`config.mk`:
```
export PLATFORM = sky130hd
export DESIGN_NAME = rand_word_periph
export DESIGN_NICKNAME = d
export VERILOG_FILES = /design/src/rtl/rwp_pkg.sv /design/src/rtl/rwp_word_fifo.sv /design/src/rtl/rwp_seed_guard.sv /design/src/rtl/rand_word_periph.sv
export SDC_FILE = /design/constraint.sdc
export NUM_CORES = 1
export LEC_CHECK = 0
export BUFFER_PORTS_ARGS = -buffer_cell sky130_fd_sc_hd__buf_2
export CORE_ASPECT_RATIO = 1.4
export CORE_MARGIN = 10
export CORE_UTILIZATION = 46
export DETAILED_ROUTE_END_ITERATION = 8
export PLACE_DENSITY = 0.67
export SYNTH_ARGS = -nofsm -noshare
export SYNTH_HDL_FRONTEND = slang
export SYNTH_SLANG_ARGS = --single-unit
```
`constraint.sdc`:
```
create_clock -name clk -period 3.2 [get_ports clk]
set_input_delay 0 -clock clk [delete_from_list [all_inputs] [get_ports clk]]
set_output_delay 0 -clock clk [all_outputs]
set_load 0.005 [all_outputs]
```
`src/rtl/rwp_pkg.sv`:
```
package rwp_pkg;
  localparam int REG_W = 32;
  localparam int ADDR_W = 4;

  localparam logic [ADDR_W-1:0] OFF_CTRL = 4'h0;
  localparam logic [ADDR_W-1:0] OFF_STAT = 4'h4;
  localparam logic [ADDR_W-1:0] OFF_DATA = 4'h8;

  localparam int CT_GEN    = 2;
  localparam int CT_IRQ    = 3;
  localparam int CT_CLKOFF = 5;

  localparam int ST_READY     = 0;
  localparam int ST_CLK_CUR   = 1;
  localparam int ST_SEED_CUR  = 2;
  localparam int ST_CLK_FLAG  = 5;
  localparam int ST_SEED_FLAG = 6;

  typedef struct packed {
    logic clk_off;
    logic irq_en;
    logic gen_en;
  } ctrl_t;
endpackage

```
`src/rtl/rwp_word_fifo.sv`:
```
module rwp_word_fifo #(
  parameter int WIDTH = 32,
  parameter int DEPTH = 4
) (
  input  logic             clk,
  input  logic             rst,
  input  logic             clear,
  input  logic             push,
  input  logic [WIDTH-1:0] push_word,
  input  logic             pop,
  output logic [WIDTH-1:0] head,
  output logic             empty,
  output logic             full,
  output logic [$clog2(DEPTH+1)-1:0] count
);
  localparam int PW = (DEPTH > 1) ? $clog2(DEPTH) : 1;
  localparam int CW = $clog2(DEPTH+1);

  logic [WIDTH-1:0] mem [DEPTH];
  logic [PW-1:0] wr_ptr, rd_ptr;
  logic [CW-1:0] cnt;
  logic do_push, do_pop;

  assign empty   = (cnt == '0);
  assign full    = (cnt == CW'(DEPTH));
  assign count   = cnt;
  assign head    = mem[rd_ptr];
  assign do_push = push && !full;
  assign do_pop  = pop && !empty;

  function automatic logic [PW-1:0] ptr_next(input logic [PW-1:0] p);
    return (p == PW'(DEPTH-1)) ? '0 : p + 1'b1;
  endfunction

  always_ff @(posedge clk) begin
    if (do_push && !clear) mem[wr_ptr] <= push_word;
  end

  always_ff @(posedge clk) begin
    if (rst || clear) begin
      wr_ptr <= '0;
      rd_ptr <= '0;
      cnt    <= '0;
    end else begin
      if (do_push) wr_ptr <= ptr_next(wr_ptr);
      if (do_pop)  rd_ptr <= ptr_next(rd_ptr);
      cnt <= cnt + CW'(do_push) - CW'(do_pop);
    end
  end

  AST_FIFO_NO_OVERFLOW: assert property (@(posedge clk) disable iff (rst)
    cnt <= CW'(DEPTH));
  AST_FIFO_FULL_HOLDS: assert property (@(posedge clk) disable iff (rst)
    (full && push && !pop && !clear) |=> full);
endmodule

```
`src/rtl/rwp_seed_guard.sv`:
```
module rwp_seed_guard #(
  parameter int FLUSH_READS = 12
) (
  input  logic clk,
  input  logic rst,
  input  logic gen_en,
  input  logic fault_ev,
  input  logic clr_req,
  input  logic data_rd,
  output logic seed_cur,
  output logic seed_flag,
  output logic stale
);
  localparam int FCW = $clog2(FLUSH_READS+1);

  logic [FCW-1:0] left;

  assign stale = (left != '0);

  always_ff @(posedge clk) begin
    if (rst) begin
      left      <= '0;
      seed_cur  <= 1'b0;
      seed_flag <= 1'b0;
    end else if (fault_ev) begin
      left      <= '0;
      seed_cur  <= 1'b1;
      seed_flag <= 1'b1;
    end else begin
      if (clr_req) seed_flag <= 1'b0;
      if (!gen_en) begin
        left <= '0;
      end else if (clr_req && seed_cur && left == '0) begin
        left <= FCW'(FLUSH_READS);
      end else if (data_rd && left != '0) begin
        left <= left - 1'b1;
        if (left == FCW'(1)) seed_cur <= 1'b0;
      end
    end
  end

  AST_FLUSH_BOUND: assert property (@(posedge clk) disable iff (rst)
    left <= FCW'(FLUSH_READS));
  AST_SEED_BITS_ON_FAULT: assert property (@(posedge clk) disable iff (rst)
    fault_ev |=> (seed_cur && seed_flag));
  AST_FLUSH_ONLY_WHEN_CUR: assert property (@(posedge clk) disable iff (rst)
    stale |-> seed_cur);
endmodule

```
`src/rtl/rand_word_periph.sv`:
```
module rand_word_periph
  import rwp_pkg::*;
#(
  parameter int FIFO_DEPTH  = 4,
  parameter int FLUSH_READS = 12
) (
  input  logic              clk,
  input  logic              rst,
  input  logic              bus_wr,
  input  logic              bus_rd,
  input  logic [ADDR_W-1:0] bus_addr,
  input  logic [REG_W-1:0]  bus_wdata,
  output logic [REG_W-1:0]  bus_rdata,
  output logic              irq,
  input  logic              ent_valid,
  input  logic [REG_W-1:0]  ent_word,
  input  logic              ent_seed_fault,
  input  logic              clk_fault
);
  localparam int CW = $clog2(FIFO_DEPTH+1);

  ctrl_t ctl;
  logic clk_flag;
  logic wr_ctrl, wr_stat, rd_data;
  logic fault_ev, seed_clr;
  logic seed_cur, seed_flag, stale;
  logic fifo_clear, fifo_push, fifo_pop, fifo_empty, fifo_full;
  logic [REG_W-1:0] fifo_head;
  logic [CW-1:0] fifo_cnt;
  logic ready, clk_cur;
  logic [REG_W-1:0] ctrl_view, stat_view;
  logic unused_bits;

  assign unused_bits = ^{bus_wdata[REG_W-1:7], bus_wdata[4:0], fifo_full};

  assign wr_ctrl = bus_wr && (bus_addr == OFF_CTRL);
  assign wr_stat = bus_wr && (bus_addr == OFF_STAT);
  assign rd_data = bus_rd && (bus_addr == OFF_DATA);

  assign clk_cur  = clk_fault && !ctl.clk_off;
  assign fault_ev = ctl.gen_en && ent_seed_fault;
  assign seed_clr = wr_stat && !bus_wdata[ST_SEED_FLAG];
  assign ready    = !fifo_empty && ctl.gen_en && !seed_cur;

  assign fifo_clear = !ctl.gen_en || fault_ev;
  assign fifo_push  = ctl.gen_en && !seed_cur && ent_valid && !ent_seed_fault;
  assign fifo_pop   = rd_data && ready;

  rwp_word_fifo #(.WIDTH(REG_W), .DEPTH(FIFO_DEPTH)) fifo_i (
    .clk(clk), .rst(rst), .clear(fifo_clear),
    .push(fifo_push), .push_word(ent_word), .pop(fifo_pop),
    .head(fifo_head), .empty(fifo_empty), .full(fifo_full), .count(fifo_cnt)
  );

  rwp_seed_guard #(.FLUSH_READS(FLUSH_READS)) guard_i (
    .clk(clk), .rst(rst), .gen_en(ctl.gen_en), .fault_ev(fault_ev),
    .clr_req(seed_clr), .data_rd(rd_data),
    .seed_cur(seed_cur), .seed_flag(seed_flag), .stale(stale)
  );

  always_comb begin
    ctrl_view = '0;
    ctrl_view[CT_GEN]    = ctl.gen_en;
    ctrl_view[CT_IRQ]    = ctl.irq_en;
    ctrl_view[CT_CLKOFF] = ctl.clk_off;
    stat_view = '0;
    stat_view[ST_READY]     = ready;
    stat_view[ST_CLK_CUR]   = clk_cur;
    stat_view[ST_SEED_CUR]  = seed_cur;
    stat_view[ST_CLK_FLAG]  = clk_flag;
    stat_view[ST_SEED_FLAG] = seed_flag;
  end

  always_ff @(posedge clk) begin
    if (rst) begin
      ctl      <= '0;
      clk_flag <= 1'b0;
    end else begin
      if (wr_ctrl) begin
        ctl.gen_en  <= bus_wdata[CT_GEN];
        ctl.irq_en  <= bus_wdata[CT_IRQ];
        ctl.clk_off <= bus_wdata[CT_CLKOFF];
      end
      if (clk_cur) clk_flag <= 1'b1;
      else if (wr_stat && !bus_wdata[ST_CLK_FLAG]) clk_flag <= 1'b0;
    end
  end

  always_ff @(posedge clk) begin
    if (rst) begin
      bus_rdata <= '0;
      irq       <= 1'b0;
    end else begin
      irq <= ctl.irq_en && (ready || clk_flag || seed_flag);
      if (bus_rd) begin
        unique case (bus_addr)
          OFF_CTRL: bus_rdata <= ctrl_view;
          OFF_STAT: bus_rdata <= stat_view;
          OFF_DATA: bus_rdata <= (ready && !stale) ? fifo_head : '0;
          default:  bus_rdata <= '0;
        endcase
      end
    end
  end

  AST_NO_GROWTH_IN_SEED: assert property (@(posedge clk) disable iff (rst)
    seed_cur |=> (fifo_cnt <= $past(fifo_cnt)));
  AST_DISABLE_EMPTIES: assert property (@(posedge clk) disable iff (rst)
    !ctl.gen_en |=> fifo_empty);
  AST_EMPTY_READ_ZERO: assert property (@(posedge clk) disable iff (rst)
    (rd_data && (fifo_empty || stale)) |=> (bus_rdata == '0));
  AST_IRQ_GATED: assert property (@(posedge clk) disable iff (rst)
    !ctl.irq_en |=> !irq);
endmodule

```
* Word level (Yosys, flattened, before mapping)
Memory sizes are Yosys's and may differ from the RTL's. A register that Yosys moved wholly into a read port is not among the register bits.
Index checks and enable logic that the tools add are counted.
** Cells by class
- Add/sub/neg operators :: 5
- Multiply operators :: 0
- Div/mod/pow operators :: 0
- $lt $le $gt $ge :: 0
- Equal/unequal tests :: 7
- Shifts and indexed selects :: 0
- Mux-type cells :: 19
- Bitwise logic cells :: 1
- Reductions and logical operators :: 48
** Operators by type and width (count)
- case mux 32 bit (3 select lines) :: 1
- 2-to-1 mux 32 bit :: 1
- logical AND 1 bit :: 21
- nonzero test 2 bit :: 6
- 2-to-1 mux 1 bit :: 11
- zero test 1 bit :: 10
- zero test 4 bit :: 2
- 2-to-1 mux 2 bit :: 4
- 2-to-1 mux 4 bit :: 2
- adder 2 x 1 -> 2 bit, second input constant :: 2
- == test 2 bit, second input constant :: 2
- == test 4 x 1 -> 1 bit, second input constant :: 1
- == test 4 x 3 -> 1 bit, second input constant :: 1
- == test 4 bit, second input constant :: 1
- logical OR 1 bit :: 4
- AND reduction 4 bit :: 1
- nonzero test 4 bit :: 1
- OR reduction 4 bit :: 1
- subtractor 4 x 1 -> 4 bit, second input constant :: 1
- adder 3 x 1 -> 3 bit :: 1
- == test 3 bit, second input constant :: 1
- zero test 3 bit :: 1
- OR reduction 3 bit :: 1
- subtractor 3 x 1 -> 3 bit :: 1
- 2 further kinds :: 2
** Word-level totals
- Bits in registers :: 50
- Bits in latches :: 0
- RAM bits :: 128
- ROM bits :: 0
- Bits of input ports :: 75
- Output and inout port bits :: 33
- Word-level logic and storage cells :: 94
- Memories :: 1
** Memories
- fifo_i.mem :: depth 4, bits a word 32, rd ports 1, clocked after Yosys merged registers in 1, wr ports 1, line rwp_word_fifo.sv:19 : logic [WIDTH-1:0] mem [DEPTH];

* Depth between registers and ports, before layout
Gate-level depths: netlist of run 1.
- Depth in word-level cells :: 8
- Gate-level depth with buffers :: 11
- Gate-level depth less buffers :: 10

* By module
From an unflattened synthesis of run 1, not the netlist that was laid out.
** Unflattened totals
- Cells, all modules :: 389
- Area, all modules :: 6907.9 um2
** By module, submodules not included
- rwp_word_fifo :: times used 1, cells an instance 218, area an instance 5128.7 um2, sequential area each 4023.9 um2
- rand_word_periph :: times used 1, cells an instance 136, area an instance 1457.6 um2, sequential area each 740.7 um2
- rwp_seed_guard :: times used 1, cells an instance 35, area an instance 321.6 um2, sequential area each 120.1 um2

* Least setup slack after synthesis of run 1
OpenSTA, ideal clock, no wires.
- Path type :: register to register
- Start point :: reg fifo_i.cnt[1] (netlist: fifo_i.count[1])
- End point :: reg fifo_i.cnt[2] (netlist: fifo_i.count[2])
- Library setup time :: 0.128 ns
- Arrival time :: 2.418 ns
- Data required time :: 3.072 ns
- Slack :: 0.655 ns
- Cell stages (with the launch flop) :: 11
- Path buffers :: 0
- Period minus slack after synthesis :: 2.545 ns
- Path through :: dfxtp_1 -> nor3_1 -> and4bb_2 -> ha_1 -> inv_1 -> ha_1 -> inv_1 -> fa_1 -> xor2_1 -> xnor2_1 -> nor2_1
** On the way
- Cells in the longest elaborated chain, start to end :: 7
- Elaborated cells between the ends (all ways) :: 11
- Those cells by class :: add/sub: 2; eq/ne: 1; reduce/logical: 8
** Ends and longest elaborated chain
- from (decl) :: line rwp_word_fifo.sv:21 : logic [CW-1:0] cnt;
- from (signal assigned) :: line rwp_word_fifo.sv:47 : cnt <= cnt + CW'(do_push) - CW'(do_pop);
- zero test 3 bit (*) :: line rwp_word_fifo.sv:24 : assign empty = (cnt == '0);
- zero test 1 bit (*) :: line rwp_word_fifo.sv:29, rand_word_periph.sv:43
- logical AND 1 bit (2 in series) :: line rand_word_periph.sv:43 : assign ready = !fifo_empty && ctl.gen_en && !seed_cur;
- logical AND 1 bit :: line rand_word_periph.sv:47 : assign fifo_pop = rd_data && ready;
- logical AND 1 bit (*) :: line rwp_word_fifo.sv:29 : assign do_pop = pop && !empty;
- named net fifo_i.do_pop :: line rwp_word_fifo.sv:22 : logic do_push, do_pop;
- subtractor 3 x 1 -> 3 bit (*) :: line rwp_word_fifo.sv:47
The timed path passes the listed nets; every way through them passes the cells marked *.
A chain may end at the register's enable or synchronous reset.

* Final worst setup path of run 1
- Start point :: reg, netlist name ctl[0]
- End point :: reg fifo_i.cnt[2] (netlist: fifo_i.count[2])
** On the way
- Elaborated cells between the ends (all ways) :: 14
- Those cells by class :: add/sub: 2; reduce/logical: 12
** RTL lines (line)
- logical AND 1 bit (2 in series) :: rand_word_periph.sv:43
- logical AND 1 bit :: rand_word_periph.sv:47
- logical AND 1 bit :: rwp_word_fifo.sv:29
- named net fifo_i.do_pop :: rwp_word_fifo.sv:22
- subtractor 3 x 1 -> 3 bit :: rwp_word_fifo.sv:47
The timed path passes the listed nets, and every way through them passes these cells.

==> results of run 1 <==
==> cells in the final DEF, fill, tap and decap left out, types with 3 or more instances in the layout <==
cell / netlist / routed
a211oi_1: 4 / 4
a21oi_1: 12 / 12
a221oi_1: 3 / 3
a22oi_1: 6 / 6
a22oi_2: 20 / 20
and2_2: 0 / 4
buf_12: 0 / 4
buf_2: 7 / 79
buf_4: 2 / 7
clkbuf_16: 0 / 18
dfxtp_1: 52 / 50
dlygate4sd3_1: 0 / 46
edfxtp_1: 128 / 128
ha_1: 10 / 10
inv_1: 10 / 10
inv_6: 0 / 5
mux2i_1: 8 / 8
mux4_2: 32 / 32
nand2_1: 15 / 15
nand3_1: 7 / 7
nand4_1: 4 / 4
nor2_1: 20 / 20
nor2_2: 20 / 20
nor2b_1: 4 / 4
nor3_1: 4 / 4
nor3b_1: 3 / 3
nor4_1: 3 / 3
==> power groups by stage <==
stage / Sequential [W] / Clock [W] / Combinational [W]
floorplan: 0.00255 / 0 / 0.0000399
global placement: 0.00255 / 0 / 0.0000904
detailed placement: 0.00255 / 0 / 0.0000949
CTS: 0.00249 / 0.00213 / 0.000136
global route: 0.00249 / 0.00222 / 0.000148
finish: 0.00249 / 0.00209 / 0.000136
==> layer usage <==
layer | track usage | vias up | wire length [um]
met2 | 0.255 | 76 | 7970
met5 | 0 | - | 0
met4 | 0.0493 | 0 | 226
li1 | - | 1884 | -
met3 | 0.0378 | 23 | 537
met1 | 0.152 | 2051 | 5660
==> final cells by class <==
class / count / area, um2
Fill cell: 1132 / 6280
Sequential cell: 180 / 4890
Multi-Input combinational cell: 202 / 2020
Timing Repair Buffer: 136 / 988
Clock buffer: 20 / 458
Tap cell: 192 / 240
Clock inverter: 12 / 141
Inverter: 10 / 37.5
==> what timing repair did <==
action,in CTS,in global routing
resized for setup,0,0
hold buffers,46,0
hold endpoints to repair,138,0
==> registers in the layout (all words and copies together), names as in the netlist, named ones only <==
register           count
bus_rdata             32
fifo_i.wr_ptr          2
guard_i.seed_cur       1
guard_i.left           4
guard_i.seed_flag      1
ctl                    3
fifo_i.rd_ptr          2
clk_flag               1
fifo_i.count           3
irq                    1
fifo_i.mem           128
==> how the worst min path moves through the flow <==
| stage | depth (start not counted) | slack (ns) | to |
|---|---|---|---|
| after CTS | 4 | 0.02 | ctl[2] |
| after global placement | 1 | 0.21 | fifo_i.mem[0][5] |
| after detailed placement | 1 | 0.22 | fifo_i.mem[2][1] |
| final | 4 | 0.04 | ctl[2] |
| after floorplan | 0 | 0.1 | fifo_i.mem[0][0] |
| after global routing | 4 | 0.07 | ctl[2] |
==> worst register-to-register path, cell delays in order (launching register included) <==
cell and delay (ns):
dfxtp_1 0.44, nand2b_1 0.21, and4bb_2 0.40, ha_1 0.24, inv_1 0.05, ha_1 0.13
inv_1 0.05, fa_1 0.37, xor2_1 0.16, xnor2_1 0.16, nor2_1 0.06
==> kinds of logic after synthesis <==
kind of cell | Yosys count | share of synthesized area
muxes | 41 | 0.115
and+or+nand+nor | 97 | 0.0825
adders and majority gates | 11 | 0.0206
AOI/OAI and AO/OA | 51 | 0.0648
buffers and inverters | 30 | 0.0215
DFF | 180 | 0.693
xor gates and xnor gates | 2 | 0.00249
==> per-stage QoR <==
step                std cells  cell area, um2  hold slack [ns]  setup slack, ns
detailed placement        674            7710            0.218            0.818
global placement          674            7710            0.212            0.859
CTS                       752            8770           0.0178            0.791
global route              752            8770           0.0748            0.555
finish                    752            8770           0.0372            0.797
floorplan                 412            7050           0.0989            0.655
==> out/qor.yml, run 1 <==
p_switching_w: 0.000950
startpoint: "ctl[0]"
ios: 108
cpPeakStageDelay_ns: 0.44
slowest_stage: "dfxtp_1"
die_w_um: 125
path_cells: "nand2b_1 -> and4bb_2 -> ha_1 -> inv_1 -> ha_1 -> inv_1 -> fa_1 -> xor2_1 -> xnor2_1 -> nor2_1"
die-area_mm2: 0.0207
fin_skew_ns: 0.0141
num_rows: 53
yosys_register_bits: 180
vias: 4034
finalPower_w: 0.00472
crit_end: "fifo_i.count[2]"
cp.arrival_ns: 2.70
critPathMaxFanout: 7
syn_area_per_cell_um2: 17.1
grt_antenna_before_repair: 0
r2r_setup_slack_ns: 0.80
finalHoldViolations: 0
synthArstFlopShare: 0
worst_pin_slew_ns: 1.09
final_max_slew_viol_count: 0
intPower_w: 0.00377
synth_top_cell_area_share: 0.545
r2r_cells: 10
n_antenna_cell: 0
grt_first_pass_wirelength_um: 23100
clock_latency_ns: 0.43
grt_max_degree: 41
slew_headroom: 0.273
cts_buffers: 17
wl_per_cell_um: 19.1
max-vdd-ir-drop_mv: 0.434
wirelength_um: 14400
maxCapViolations: 0
crit_required_ns: 3.50
nets: 633
cts_tree: "yes"
swShare: 0.201
dpl.hpwl_um: 9480
start_kind: "register"
start_util: 0.468
syn_area_mm2: 0.00705
p_comb_frac: 0.029
r2r-start: "ctl[0]"
area_growth_pct: 24.4
synth_top_cell_by_area: "edfxtp_1"
hp-class: "in -> reg"
grt_overflow: 0
ys.flop_type: "edfxtp_1"
period_share: 0.751
cp_num_buf_inv: 2
drive_gt1_frac: 0.371
core_area_mm2: 0.0151
sequentialPowerShare: 0.529
min_from: "bus_wr"
path_class: "reg -> reg"
syn_inst: 412
syn_nets: 498
cts_setup_buffers: 0
cts_buffer_depth: 2
synth_area_leaders: "edfxtp_1, dfxtp_1, mux4_2"
end_kind: "register"
power_leakage_nw: 2.99
seq_area_frac_synth: 0.693
cts-root-buf: "clkbuf_16"
setup_viol: 0
synth_edf_count: 128
utilization: 0.583
clkSinkCount: 180
fin_crit_ns: 2.40
path_depth: 10
cts-htree-levels: 4
drtAntennaViolNets: 0
grt_pass1_vias: 4361
ys_types: 44
drt_iter0_drc: 184
routabilityCongestion: 0.848
path_clk_slew_ns: 0.06
drc: 0
cp_top_family: "adder cells"
drt-pass1-iter-count: 4
fin_setup_tns_ns: 0
timing.rr.end: "fifo_i.count[2]"
power_density_mw_per_mm2: 538
die_h_um: 166
yosysWarnings: 0
fmax_mhz: 416
place.port_buffers: 79
grt_setup_unrepaired: "false"
yosysMostFrequentCell: "edfxtp_1"
synthTopCellsByCount: "edfxtp_1, dfxtp_1, mux4_2"
grt_use_total: 0.140
outcome: "finished, final reports clean"
p_clk_frac: 0.443
viasPerCell: 5.36
Note: power is estimated with default switching activity, not from simulation.
==> run 2, diff against run 1 <==
Settings changed: PLACE_DENSITY 0.67 to 0.69.
Clock period 3.2 ns to 2.2 ns, I/O delays scaled along.
==> out/qor.yml, run 2 (same netlist as run 1, synthesis figures left out) <==
outcome: "finished, final reports clean"
slowest_stage: "fa_2"
path_cells: "nand2b_1 -> and4bb_2 -> ha_4 -> inv_1 -> ha_1 -> inv_2 -> fa_2 -> xor2_2 -> xnor2_1 -> nor2_1"
utilization: 0.601
clock_latency_ns: 0.42
power_density_mw_per_mm2: 765
start_kind: "register"
r2r_cells: 10
layout_common_cells: "edfxtp_1, buf_2, dlygate4sd3_1"
finalHoldViolations: 0
cp_top_family: "adder cells"
die-area_mm2: 0.0207
cp.arrival_ns: 2.46
wl_per_cell_um: 19.8
fin_setup_tns_ns: 0
placed_cell_area_mm2: 0.00792
grt_first_pass_wirelength_um: 24300
die_h_um: 166
cpPeakStageDelay_ns: 0.39
drtAntennaViolNets: 0
n_antenna_cell: 0
multi_input_area_mm2: 0.00205
cp_num_buf_inv: 2
max-vdd-ir-drop_mv: 0.401
whs_path_depth: 3
top_register: "fifo_i.mem"
grt_antenna_before_repair: 0
ios: 108
drt-pass1-iter-count: 6
drc: 0
wirelength_um: 15300
routabilityCongestion: 0.855
reg_top3: "fifo_i.mem x128, bus_rdata x32, guard_i.left x4"
place.port_buffers: 79
final_common_cell: "edfxtp_1"
die_w_um: 125
setup_viol: 0
grt_use_total: 0.148
finalPower_w: 0.00692
fmax_mhz: 461
cts_buffers: 17
cts_tree: "yes"
whs_ns: 0.0406
drive_gt1_frac: 0.408
hp-class: "in -> reg"
clkSinkCount: 180
grt_setup_unrepaired: "true"
nFillCells: 1102
maxCapViolations: 0
cts-root-buf: "clkbuf_16"
slew_headroom: 0.504
cts-htree-levels: 4
power_leakage_nw: 3.13
path_clk_slew_ns: 0.07
nets: 656
postLayoutCellArea_mm2: 0.00904
crit_required_ns: 2.49
regArea_mm2: 0.00489
grt_pass1_vias: 4574
start_util: 0.468
worst_pin_slew_ns: 0.738
largest_reg_flops: 128
vias: 4168
critPathMaxFanout: 3
path_depth: 10
fin_skew_ns: 0.0123
dpl.hpwl_um: 10000
grt_max_degree: 40
num_rows: 53
viasPerCell: 5.38
end_kind: "register"
period_share: 0.987
path_class: "reg -> reg"
final_max_slew_viol_count: 0
drt_iter0_drc: 226
area_growth_pct: 28.3
core_area_mm2: 0.0151
grt_overflow: 0
cts_buffer_depth: 2
fin_crit_ns: 2.17
[run 2: changes by cell type in the layout (fill, tap and decap cells not counted), sizes merged]
cell	before	now
buf	90	112
bufinv	2	3
clkbuf	20	19
clkinv	3	4
dlygate4sd3	46	47
inv	15	14
[run 2: layout make-up]
| class | instances | share of cell area |
|---|---|---|
| Sequential cell | 180 | 0.541 |
| Clock buffer | 19 | 0.0479 |
| Clock inverter | 13 | 0.0191 |
| Timing Repair Buffer | 159 | 0.134 |
| Inverter | 10 | 0.00415 |
| Tap cell | 192 | 0.0266 |
| Multi-Input combinational cell | 202 | 0.227 |
[run 2: worst reg2reg max path: stages, from the launching register on]
cell and delay, ns:
dfxtp_2 0.33, nand2b_1 0.15, and4bb_2 0.35, ha_4 0.21, inv_1 0.05, ha_1 0.14
inv_2 0.04, fa_2 0.39, xor2_2 0.17, xnor2_1 0.16, nor2_1 0.06
[run 2: timing repair]
item                                   CTS  global route
hold buffers                            47             0
pin swaps                                1             4
gates resized for setup                  3             6
setup buffers                            0             3
endpoints found under the hold margin  136             0
setup endpoints to repair                1             1
[run 2: worst paths after layout]
check / slack, ns / endpoint / from
worst max-delay path: 0.03 / fifo_i.count[2] / guard_i.seed_cur
worst min-delay path: 0.04 / fifo_i.count[1] / rst
worst max register to register: 0.03 / fifo_i.count[2] / guard_i.seed_cur
worst min register to register: 0.47 / bus_rdata[0] / bus_rdata[0]
[run 2: through the flow]
stage	worst slack, ns	instances
6_report	0.0294	775
5_1_grt	-0.0893	775
4_1_cts	0.00193	772
3_5_place_dp	-0.0394	693
3_3_place_gp	0.119	693
2_1_floorplan	-0.0747	412
[run 2: where the power goes]
part	internal, W	leakage, nW	total, W	switching (W)
registers	0.00362	1.57	0.00363	0.00000238
logic	0.000100	1.27	0.000207	0.000107
clock network	0.00181	0.288	0.00309	0.00128
[run 2: per-layer routing]
metal / up-vias / share of wire / GRT usage
met5: - / 0 / 0
met4: 0 / 0.020 / 0.0554
met3: 26 / 0.036 / 0.0299
met2: 111 / 0.57 / 0.277
met1: 2105 / 0.38 / 0.158
li1: 1926 / - / -
